==> src/rtl/hsbp_pkg.sv <==
package hsbp_pkg;
  localparam int unsigned NUM_CH      = 8;
  localparam int unsigned SLOT_BITS   = 8;
  localparam int unsigned E1_SLOTS    = 32;
  localparam int unsigned T1_SLOTS    = 24;
  localparam int unsigned SKIP_EVERY  = 4;

  localparam int unsigned CH_W        = $clog2(NUM_CH);
  localparam int unsigned BIT_W       = $clog2(SLOT_BITS);
  localparam int unsigned SLOT_W      = $clog2(E1_SLOTS);
  localparam int unsigned E1_FRAME    = NUM_CH * SLOT_BITS * E1_SLOTS;
  localparam int unsigned T1_PAYLOAD  = NUM_CH * SLOT_BITS * T1_SLOTS;
  localparam int unsigned T1_FRAME    = T1_PAYLOAD + NUM_CH;
  localparam int unsigned POS_W       = $clog2(E1_FRAME);

  typedef enum logic [1:0] {
    IL_BIT_T1    = 2'd0,
    IL_BIT_HS    = 2'd1,
    IL_BYTE_HS   = 2'd2,
    IL_BYTE_HS_B = 2'd3
  } il_mode_e;
endpackage

==> src/rtl/hsbp_frame_timer.sv <==
module hsbp_frame_timer
  import hsbp_pkg::*;
(
  input  logic             clk_i,
  input  logic             rst_ni,
  input  logic             sync_i,
  input  il_mode_e         mode_i,
  input  logic             t1_i,
  output logic             locked_o,
  output logic [POS_W-1:0] pos_o,
  output il_mode_e         mode_o,
  output logic             t1_o,
  output logic             frame_t1_o
);
  il_mode_e         mode_q;
  logic             t1_q;
  logic             locked_q;
  logic [POS_W-1:0] pos_q;
  logic [POS_W-1:0] last_pos;

  // configuration and position seen by the bit sampled this cycle
  always_comb begin
    mode_o   = sync_i ? mode_i : mode_q;
    t1_o     = sync_i ? t1_i   : t1_q;
    pos_o    = sync_i ? '0     : pos_q;
    locked_o = locked_q | sync_i;
    last_pos = (mode_o == IL_BIT_T1) ? POS_W'(T1_FRAME - 1) : POS_W'(E1_FRAME - 1);
  end

  assign frame_t1_o = (mode_q == IL_BIT_T1) || t1_q;

  always_ff @(posedge clk_i or negedge rst_ni) begin
    if (!rst_ni) begin
      mode_q   <= IL_BIT_HS;
      t1_q     <= 1'b0;
      locked_q <= 1'b0;
      pos_q    <= '0;
    end else begin
      if (sync_i) begin
        mode_q <= mode_i;
        t1_q   <= t1_i;
      end
      locked_q <= locked_o;
      pos_q    <= (pos_o == last_pos) ? '0 : pos_o + 1'b1;
    end
  end

  assert_sync_reload_R7: assert property (@(posedge clk_i) disable iff (!rst_ni)
    sync_i |=> (pos_q == POS_W'(1)));

  assert_mode_hold_R8: assert property (@(posedge clk_i) disable iff (!rst_ni)
    !sync_i |=> ($stable(mode_q) && $stable(t1_q)));

  assert_t1_frame_len_R4: assert property (@(posedge clk_i) disable iff (!rst_ni)
    (mode_q == IL_BIT_T1) |-> (pos_q < POS_W'(T1_FRAME)));
endmodule

==> src/rtl/hsbp_pos_decode.sv <==
module hsbp_pos_decode
  import hsbp_pkg::*;
(
  input  logic [POS_W-1:0]  pos_i,
  input  il_mode_e          mode_i,
  input  logic              t1_i,
  output logic [CH_W-1:0]   ch_o,
  output logic [BIT_W-1:0]  bit_o,
  output logic [SLOT_W-1:0] slot_o,
  output logic              keep_o
);
  localparam int unsigned SLOT_LSB = CH_W + BIT_W;
  localparam int unsigned GRP_SH   = $clog2(SKIP_EVERY);

  logic [SLOT_W-1:0]        raw;
  logic [SLOT_W-GRP_SH-1:0] grp;
  logic [GRP_SH-1:0]        sub;
  logic [SLOT_W-1:0]        packed_slot;
  logic                     byte_il;

  always_comb begin
    raw         = pos_i[SLOT_LSB +: SLOT_W];
    grp         = raw[SLOT_W-1:GRP_SH];
    sub         = raw[GRP_SH-1:0];
    packed_slot = SLOT_W'(int'(grp) * int'(SKIP_EVERY - 1) + int'(sub) - 1);
    byte_il     = (mode_i == IL_BYTE_HS) || (mode_i == IL_BYTE_HS_B);

    if (byte_il) begin
      bit_o = pos_i[BIT_W-1:0];
      ch_o  = pos_i[BIT_W +: CH_W];
    end else begin
      ch_o  = pos_i[CH_W-1:0];
      bit_o = pos_i[CH_W +: BIT_W];
    end

    if (mode_i == IL_BIT_T1) begin
      keep_o = pos_i < POS_W'(T1_PAYLOAD);  // trailing per-channel bit dropped
      slot_o = raw;
    end else if (t1_i) begin
      keep_o = (sub != '0);
      slot_o = packed_slot;
    end else begin
      keep_o = 1'b1;
      slot_o = raw;
    end
  end
endmodule

==> src/rtl/hsbp_lane_bank.sv <==
module hsbp_lane_bank
  import hsbp_pkg::*;
(
  input  logic                 clk_i,
  input  logic                 rst_ni,
  input  logic                 shift_i,
  input  logic [CH_W-1:0]      ch_i,
  input  logic                 d_i,
  output logic [SLOT_BITS-2:0] word_o
);
  logic [SLOT_BITS-2:0] lane_w [NUM_CH];

  for (genvar g = 0; g < NUM_CH; g++) begin : g_lane
    logic [SLOT_BITS-2:0] sh_q;
    always_ff @(posedge clk_i or negedge rst_ni) begin
      if (!rst_ni)                              sh_q <= '0;
      else if (shift_i && (ch_i == CH_W'(g)))   sh_q <= {sh_q[SLOT_BITS-3:0], d_i};
    end
    assign lane_w[g] = sh_q;
  end

  assign word_o = lane_w[ch_i];
endmodule

==> src/rtl/hsbp_chan_demux.sv <==
module hsbp_chan_demux
  import hsbp_pkg::*;
(
  input  logic                 clk_i,
  input  logic                 rst_ni,
  input  logic                 sync_i,
  input  logic                 data_i,
  input  logic [1:0]           mode_i,
  input  logic                 t1_i,
  output logic [SLOT_BITS-1:0] byte_o,
  output logic [CH_W-1:0]      chan_o,
  output logic [SLOT_W-1:0]    slot_o,
  output logic                 valid_o
);
  logic                 locked;
  logic [POS_W-1:0]     pos;
  il_mode_e             act_mode;
  logic                 act_t1;
  logic                 frame_t1;
  logic [CH_W-1:0]      ch;
  logic [BIT_W-1:0]     bit_idx;
  logic [SLOT_W-1:0]    slot;
  logic                 keep;
  logic                 shift;
  logic                 complete;
  logic [SLOT_BITS-2:0] word;

  hsbp_frame_timer u_timer (
    .clk_i      (clk_i),
    .rst_ni     (rst_ni),
    .sync_i     (sync_i),
    .mode_i     (il_mode_e'(mode_i)),
    .t1_i       (t1_i),
    .locked_o   (locked),
    .pos_o      (pos),
    .mode_o     (act_mode),
    .t1_o       (act_t1),
    .frame_t1_o (frame_t1)
  );

  hsbp_pos_decode u_decode (
    .pos_i  (pos),
    .mode_i (act_mode),
    .t1_i   (act_t1),
    .ch_o   (ch),
    .bit_o  (bit_idx),
    .slot_o (slot),
    .keep_o (keep)
  );

  assign shift    = locked && keep;
  assign complete = shift && (bit_idx == BIT_W'(SLOT_BITS - 1));

  hsbp_lane_bank u_lanes (
    .clk_i   (clk_i),
    .rst_ni  (rst_ni),
    .shift_i (shift),
    .ch_i    (ch),
    .d_i     (data_i),
    .word_o  (word)
  );

  always_ff @(posedge clk_i or negedge rst_ni) begin
    if (!rst_ni) begin
      valid_o <= 1'b0;
      byte_o  <= '0;
      chan_o  <= '0;
      slot_o  <= '0;
    end else begin
      valid_o <= complete;
      if (complete) begin
        byte_o <= {word, data_i};
        chan_o <= ch;
        slot_o <= slot;
      end
    end
  end

  assert_no_early_valid_R9: assert property (@(posedge clk_i) disable iff (!rst_ni)
    !locked |=> !valid_o);

  assert_t1_slot_range_R5: assert property (@(posedge clk_i) disable iff (!rst_ni)
    (valid_o && frame_t1) |-> (slot_o < SLOT_W'(T1_SLOTS)));
endmodule

==> config.mk <==
export PLATFORM = sky130hd
export DESIGN_NAME = hsbp_chan_demux
export DESIGN_NICKNAME = d
export VERILOG_FILES = /design/src/rtl/hsbp_pkg.sv /design/src/rtl/hsbp_frame_timer.sv /design/src/rtl/hsbp_pos_decode.sv /design/src/rtl/hsbp_lane_bank.sv /design/src/rtl/hsbp_chan_demux.sv
export SDC_FILE = /design/constraint.sdc
export NUM_CORES = 1
export LEC_CHECK = 0
export ABC_AREA = 1
export CORE_AREA = 5 5 96 98
export CTS_CLUSTER_DIAMETER = 200
export DETAILED_ROUTE_END_ITERATION = 8
export DIE_AREA = 0 0 101 103
export PLACE_DENSITY = 0.78
export SETUP_SLACK_MARGIN = 0.15
export SLEW_MARGIN = 20
export SYNTH_ARGS = -nofsm -noshare
export SYNTH_HDL_FRONTEND = slang
export SYNTH_SLANG_ARGS = --single-unit
==> constraint.sdc <==
create_clock -name clk_i -period 3.05 [get_ports clk_i]
set_input_delay 0.915 -clock clk_i [delete_from_list [all_inputs] [get_ports clk_i]]
set_output_delay 0.915 -clock clk_i [all_outputs]
set_load 0.02 [all_outputs]
==> results of run 1 <==
sequential cells by signal, summed over array words and instances, names as in the netlist:
register and count:
byte_o 8, chan_o 3, slot_o 5, u_lanes.g_lane.sh_q 56
u_timer.locked_q 1, u_timer.mode_q 2, u_timer.pos_q 11, u_timer.t1_q 1
valid_o 1
final timing paths:
kind	to	slack, ns	start
max in group asynchronous	u_timer.mode_q[0]	1.83	rst_ni
setup reg to reg	slot_o[4]	0.82	u_timer.pos_q[10]
hold reg to reg	u_lanes.g_lane[4].sh_q[6]	0.48	u_lanes.g_lane[4].sh_q[6]
setup / recovery	slot_o[4]	0.35	sync_i
hold / removal	u_lanes.g_lane[4].sh_q[6]	0.48	u_lanes.g_lane[4].sh_q[6]
min in group asynchronous	u_lanes.g_lane[5].sh_q[4]	0.52	rst_ni
cell usage in the layout, fill, tap and decap left out, drive strengths merged, types with 2 or more instances in the layout:
| cell type | instances |
|---|---|
| buf | 26 |
| xor2 | 8 |
| ha | 8 |
| o21ai | 6 |
| inv | 52 |
| clkdlybuf4s50 | 21 |
| nor3 | 3 |
| clkbuf | 9 |
| nand3 | 114 |
| dfrtp | 87 |
| nor2 | 37 |
| nand2 | 285 |
| fa | 2 |
| a21oi | 5 |
report_power, final:
part | switching, mW | internal [mW] | total [mW]
Combinational | 0.502 | 0.345 | 0.847
Sequential | 0.158 | 1.38 | 1.54
Clock | 0.460 | 0.396 | 0.856
Total | 1.12 | 2.12 | 3.24
worst min-delay path, stage by stage (launching register included):
cell and delay [ns]:
dfrtp_1 0.36, nand2_1 0.05, nand2_1 0.05
timing repair:
action,4_1_cts,5_1_grt
endpoints found under the setup margin,2,1
pin swaps,1,1
resized for setup,2,1
layout make-up:
| class | count | area (µm²) |
|---|---|---|
| fill | 701 | 2914 |
| multi-input combinational | 472 | 2290 |
| tap | 108 | 135.1 |
| sequential | 88 | 2203 |
| clock inverter | 7 | 83.83 |
| inverter | 47 | 178.9 |
| timing repair buffer | 48 | 451.7 |
| clock buffer | 9 | 123.9 |
cell families (layout without fill, tap and decap cells):
| group | count (synthesis) | after routing | share of synthesized area |
|---|---|---|---|
| compound gates | 12 | 12 | 0.01895 |
| flops | 88 | 88 | 0.4570 |
| buf+inv | 70 | 111 | 0.06904 |
| xor+xnor | 9 | 9 | 0.01635 |
| fa+ha+maj | 10 | 10 | 0.02907 |
| simple gates | 441 | 441 | 0.4096 |
per-stage QoR:
step	setup TNS [ns]	hold WS, ns
after floorplan	0	0.4422
after global placement	-0.4853	0.4569
after detailed placement	-0.7926	0.4604
after CTS	0	0.4843
after global routing	0	0.5040
final	0	0.4841
routing by layer:
layer  up-vias  global-route usage
met5         -                   0
met4         0             0.06851
met3        19             0.02503
met2        80              0.3691
met1      1971              0.2873
li1       2055                   -
==> flow_summary_export.csv, run 1 <==
group,metric,value,unit
clock_tree,post_cts_buffers,0,
global_routing,grt_max_degree,48,
worst_setup_path,cp.required,3.31,ns
global_routing,grt_util_all_layers,0.2153,
logic_synthesis,synth_top_area_cell,"dfrtp_1",
drt,wire_per_inst,13.55,µm
drt,vias,4125,
logic_synthesis,ys_ff_latch,88,
clock_tree,path_clk_slew,0.09,ns
logic_synthesis,synth_area_leaders,"dfrtp_1, nand2_1, nand3_1",
placement,pre_cts_slack,-0.3031,ns
layout,fin_util,0.6523,
clock_tree,cts_root_buf,"clkbuf_8",
global_routing,grt_pass1_vias,3907,
clock_tree,cts_made_buffers,9,
worst_setup_path,crit_path_frequent_cell,"nand2_1",
timing,max_freq,0.3702,GHz
power_and_ir_drop,p_total,3.242,mW
logic_synthesis,synthesis.area,0.004821,mm²
drt,routed_wl,10560,µm
placement,placedInstanceArea,0.005255,mm²
global_routing,grt_pass1_wl,18010,µm
timing,setup_viol,0,
logic_synthesis,synth_edf_count,0,
clock_tree,clkSinkCount,88,
clock_tree,cts.hold.buffers_added,0,
worst_setup_path,crit_arrival,2.96,ns
layout,fin_cells,779,
timing,slew_violations,0,
global_routing,antenna_found_initial,0,
floorplanning,start_util,0.5752,
power_and_ir_drop,vdd_drop_max,0.2705,mV
placement,io_buffers,23,
worst_setup_path,path_cells,"dlygate4sd2_1, inv_2, nand2_2, inv_1, nor2_2, fa_2, inv_1, ha_1, nand3_1, nand2_1, xor2_1, nor2_1, nor2_1, nand2_1, nand2_1",
floorplanning,chipWidth,101,µm
clock_tree,worstSkewPairLatency,0.36,ns
layout,synthToLayoutAreaGrowth,13.39,%
worst_setup_path,crit_type,"in -> reg",
timing,skew,0.01427,ns
floorplanning,ios,24,
logic_synthesis,synth.distinct_cells,31,
logic_synthesis,synth_most_common_cell,"nand2_1",
logic_synthesis,synth_top_area_frac,0.4516,
worst_setup_path,r2r_cells,13,
worst_setup_path,crit_path_start_kind,"input pin",
timing,slew_headroom,0.6395,
logic_synthesis,seq_area_frac_synth,0.4570,
drt,dr_wl_met2,5308,µm
placement,place_hpwl,7729,µm
logic_synthesis,ys.flop_type,"dfrtp_1",
layout,drive_above_1_share,0.1282,
drt,ant_nets,0,
drt,via_per_inst,5.295,
timing,finalWorstSetupSlack,0.3491,ns
layout,n_antenna_cell,0,
timing,fin_crit,2.701,ns
clock_tree,clockBufferDepth,2,
logic_synthesis,avgSynthCellArea,7.652,µm²
worst_setup_path,max_stage_delay,0.55,ns
drt,dr.pass1.iters,5,
timing,finalHoldViolCount,0,
worst_setup_path,crit_family,"adder cells",
power_and_ir_drop,pwr_density_cell,593.1,mW/mm²
timing,period_share,0.8855,
logic_synthesis,ys_top_cells_by_count,"nand2_1, nand3_1, dfrtp_1",
drt,dr.max_layer_used,"met4",
global_routing,gr-total-overflow,0,
flow_run,max_cap_viol_count,0,
clock_tree,cts_tree,"done",
min_path,min_path_type,"reg -> reg",
drt,wl_met1,4713,µm
floorplanning,die_area,0.01040,mm²
min_path,min_path_cells,2,
power_and_ir_drop,p_leak,3.003,nW
worst_setup_path,cp_max_fo,4,
clock_tree,htreeDepth,3,
layout,nNetsFinal,683,
logic_synthesis,yosys_warnings,0,
worst_setup_path,slowest_stage,"fa_2",
timing,rsz0062_at_grt,"no",
logic_synthesis,syn_nets,647,
placement,gp_congestion,0.8776,
drt,drc,0,
placement,dp.cells,763,
floorplanning,core_area,0.008381,mm²
layout,final_area,0.005466,mm²
logic_synthesis,syn-instance-count,630,
floorplanning,placementRows,34,
timing,worst_pin_slew,0.5408,ns
worst_setup_path,end_kind,"flop",
drt,wl_met3,345,µm
drt,drt_iter0_drc,274,
worst_setup_path,crit_cells,15,
worst_setup_path,path_buf_inv,4,
run_status,status,"complete, no violations",
logic_synthesis,async_flop_share,1.000,
floorplanning,dieHeight,103,µm
Power figures use the tool's default switching activity.
==> run 2: changes to the inputs <==
--- a/config.mk
+++ b/config.mk
@@ -6,10 +6,10 @@
 export NUM_CORES = 1
 export LEC_CHECK = 0
 export ABC_AREA = 1
-export CORE_AREA = 5 5 96 98
+export CORE_AREA = 5 5 74 127
 export CTS_CLUSTER_DIAMETER = 200
 export DETAILED_ROUTE_END_ITERATION = 8
-export DIE_AREA = 0 0 101 103
+export DIE_AREA = 0 0 79 132
 export PLACE_DENSITY = 0.78
 export SETUP_SLACK_MARGIN = 0.15
 export SLEW_MARGIN = 20
==> flow_summary_export.csv, run 2 (synthesis gave the netlist of run 1 again) <==
group,metric,value,unit
run_status,status,"complete, no violations",
flow_run,max_cap_viol_count,0,
placement,place_hpwl,8314,µm
drt,drt_iter0_drc,316,
layout,fillCellCount,659,
clock_tree,cts_root_buf,"clkbuf_16",
worst_setup_path,crit_family,"adder cells",
global_routing,grt_pass1_vias,4306,
timing,finalHoldViolCount,0,
floorplanning,start_util,0.5877,
timing,max_freq,0.3800,GHz
worst_setup_path,crit_type,"in -> reg",
layout,drive_above_1_share,0.1368,
global_routing,gr-total-overflow,0,
drt,drc,0,
timing,setup_viol,0,
worst_setup_path,crit_arrival,2.91,ns
worst_setup_path,slowest_stage,"fa_1",
worst_setup_path,end_kind,"flop",
power_and_ir_drop,intPower,2.421,mW
clock_tree,htreeDepth,3,
global_routing,antenna_found_initial,0,
worst_setup_path,path_cells,"clkbuf_2, inv_2, nand2_2, inv_1, nor2_1, fa_1, fa_1, xor2_1, o21ai_0, nand2_1, nand2_1",
layout,final_cell_mix,"nand2_1, nand3_1, dfrtp_1",
floorplanning,placementRows,44,
worst_setup_path,path_buf_inv,3,
drt,ant_nets,0,
floorplanning,die_area,0.01043,mm²
layout,final_common_cell,"nand2_1",
timing,fin_hold_ws,0.4708,ns
worst_setup_path,max_stage_delay,0.49,ns
drt,via_per_inst,5.399,
power_and_ir_drop,pwr_density_cell,625.3,mW/mm²
drt,routed_wl,11230,µm
timing,worst_pin_slew,0.5742,ns
power_and_ir_drop,vdd_drop_max,0.3524,mV
timing,fin_setup_tns,0,ns
drt,wire_per_inst,14.55,µm
drt,vias,4168,
clock_tree,path_clk_slew,0.06,ns
worst_setup_path,cp_max_fo,5,
floorplanning,dieHeight,132,µm
global_routing,grt_max_degree,44,
clock_tree,post_cts_buffers,0,
global_routing,grt_util_all_layers,0.2338,
min_path,min_path_type,"reg -> reg",
floorplanning,ios,24,
timing,rsz0062_at_grt,"no",
placement,io_buffers,23,
timing,skew,0.005530,ns
power_and_ir_drop,p_seq_frac,0.438,
worst_setup_path,crit_cells,11,
clock_tree,clkSinkCount,88,
clock_tree,clockBufferDepth,2,
layout,nNetsFinal,692,
timing,period_share,0.8628,
drt,dr.pass1.iters,5,
layout,n_antenna_cell,0,
power_and_ir_drop,p_sw,1.100,mW
floorplanning,core_area,0.008203,mm²
worst_setup_path,r2r_cells,9,
power_and_ir_drop,p_comb_frac,0.242,
power_and_ir_drop,p_leak,3.099,nW
power_and_ir_drop,clkPwrFrac,0.320,
floorplanning,chipWidth,79,µm
clock_tree,cts_made_buffers,9,
layout,largest_reg_flops,56,
timing,slew_violations,0,
timing,fin_crit,2.632,ns
worst_setup_path,cp.required,3.33,ns
layout,synthToLayoutAreaGrowth,16.79,%
clock_tree,worstSkewPairLatency,0.34,ns
clock_tree,cts_tree,"done",
layout,top_regs,"u_lanes.g_lane.sh_q x56, u_timer.pos_q x11, byte_o x8",
global_routing,grt_pass1_wl,19370,µm
clock_tree,cts.hold.buffers_added,0,
timing,slew_headroom,0.6172,
layout,top_register,"u_lanes.g_lane.sh_q",
min_path,min_path_cells,2,
worst_setup_path,crit_path_start_kind,"input pin",
power_and_ir_drop,swShare,0.3124,
placement,gp_congestion,0.9118,
## run 2: cell types whose count changed in the layout (fill, tap and decap cells not counted), moves of 2 or more
cell       delta
inv_6         -3
buf_4         +7
buf_12        +2
clkbuf_16     +9
clkbuf_8      -7
## run 2: metal layers
layer  track usage  up-vias  wire length [µm]
met2        0.4282       99              6183
li1              -     2070                 -
met3       0.04104       41               333
met1        0.2422     1958              4178
met4        0.1338        0               537
met5             0        -                 0
## run 2: path summary, 6_finish.rpt
path / start / slack (ns) / endpoint
worst max-delay path: sync_i / 0.42 / slot_o[3]
worst min-delay path: byte_o[0] / 0.47 / byte_o[0]
worst max register to register: u_timer.pos_q[9] / 0.78 / slot_o[3]
worst min register to register: byte_o[0] / 0.47 / byte_o[0]
max in group asynchronous: rst_ni / 1.84 / u_timer.mode_q[0]
min in group asynchronous: rst_ni / 0.57 / u_lanes.g_lane[7].sh_q[6]
## run 2: layout make-up
cell class                      instances  area [µm²]  share of cell area
Clock inverter                          4       51.30            0.009111
Multi-Input combinational cell        472        2285              0.4058
Tap cell                               92       115.1             0.02044
Inverter                               47       178.9             0.03178
Timing Repair Buffer                   57       540.5             0.09600
Sequential cell                        88        2203              0.3913
Clock buffer                           12       256.5             0.04556
## run 2: power groups by stage
stage	sequential, mW	clock [mW]	combinational [mW]
2_1_floorplan	1.61	0	0.455
3_3_place_gp	1.55	0	0.838
3_5_place_dp	1.56	0	0.855
4_1_cts	1.54	1.14	0.861
5_1_grt	1.57	1.19	0.949
6_report	1.54	1.13	0.853
## run 2: worst min-delay path, delay by kind of cell (launching register included)
kind	cells	cell delay (ns)
DFF	1	0.34
and+or+nand+nor	2	0.10
## run 2: repair_timing
action                                  CTS  global route
endpoints found under the hold margin     0             0
endpoints found under the setup margin    3             2
pin swaps                                 0             0
resized for setup                         1             2
## run 2: metrics by stage
step                instance area (µm²)  std cells  setup slack, ns  power (mW)  utilization
global placement                   5328        756          -0.3119       2.385       0.6495
detailed placement                 5328        756          -0.4170       2.410       0.6495
CTS                                5634        772           0.2081       3.539       0.6869
finish                             5630        772           0.4185       3.521       0.6864
global route                       5630        772           0.2793       3.708       0.6864
floorplan                          4821        630           0.2555       2.069            -
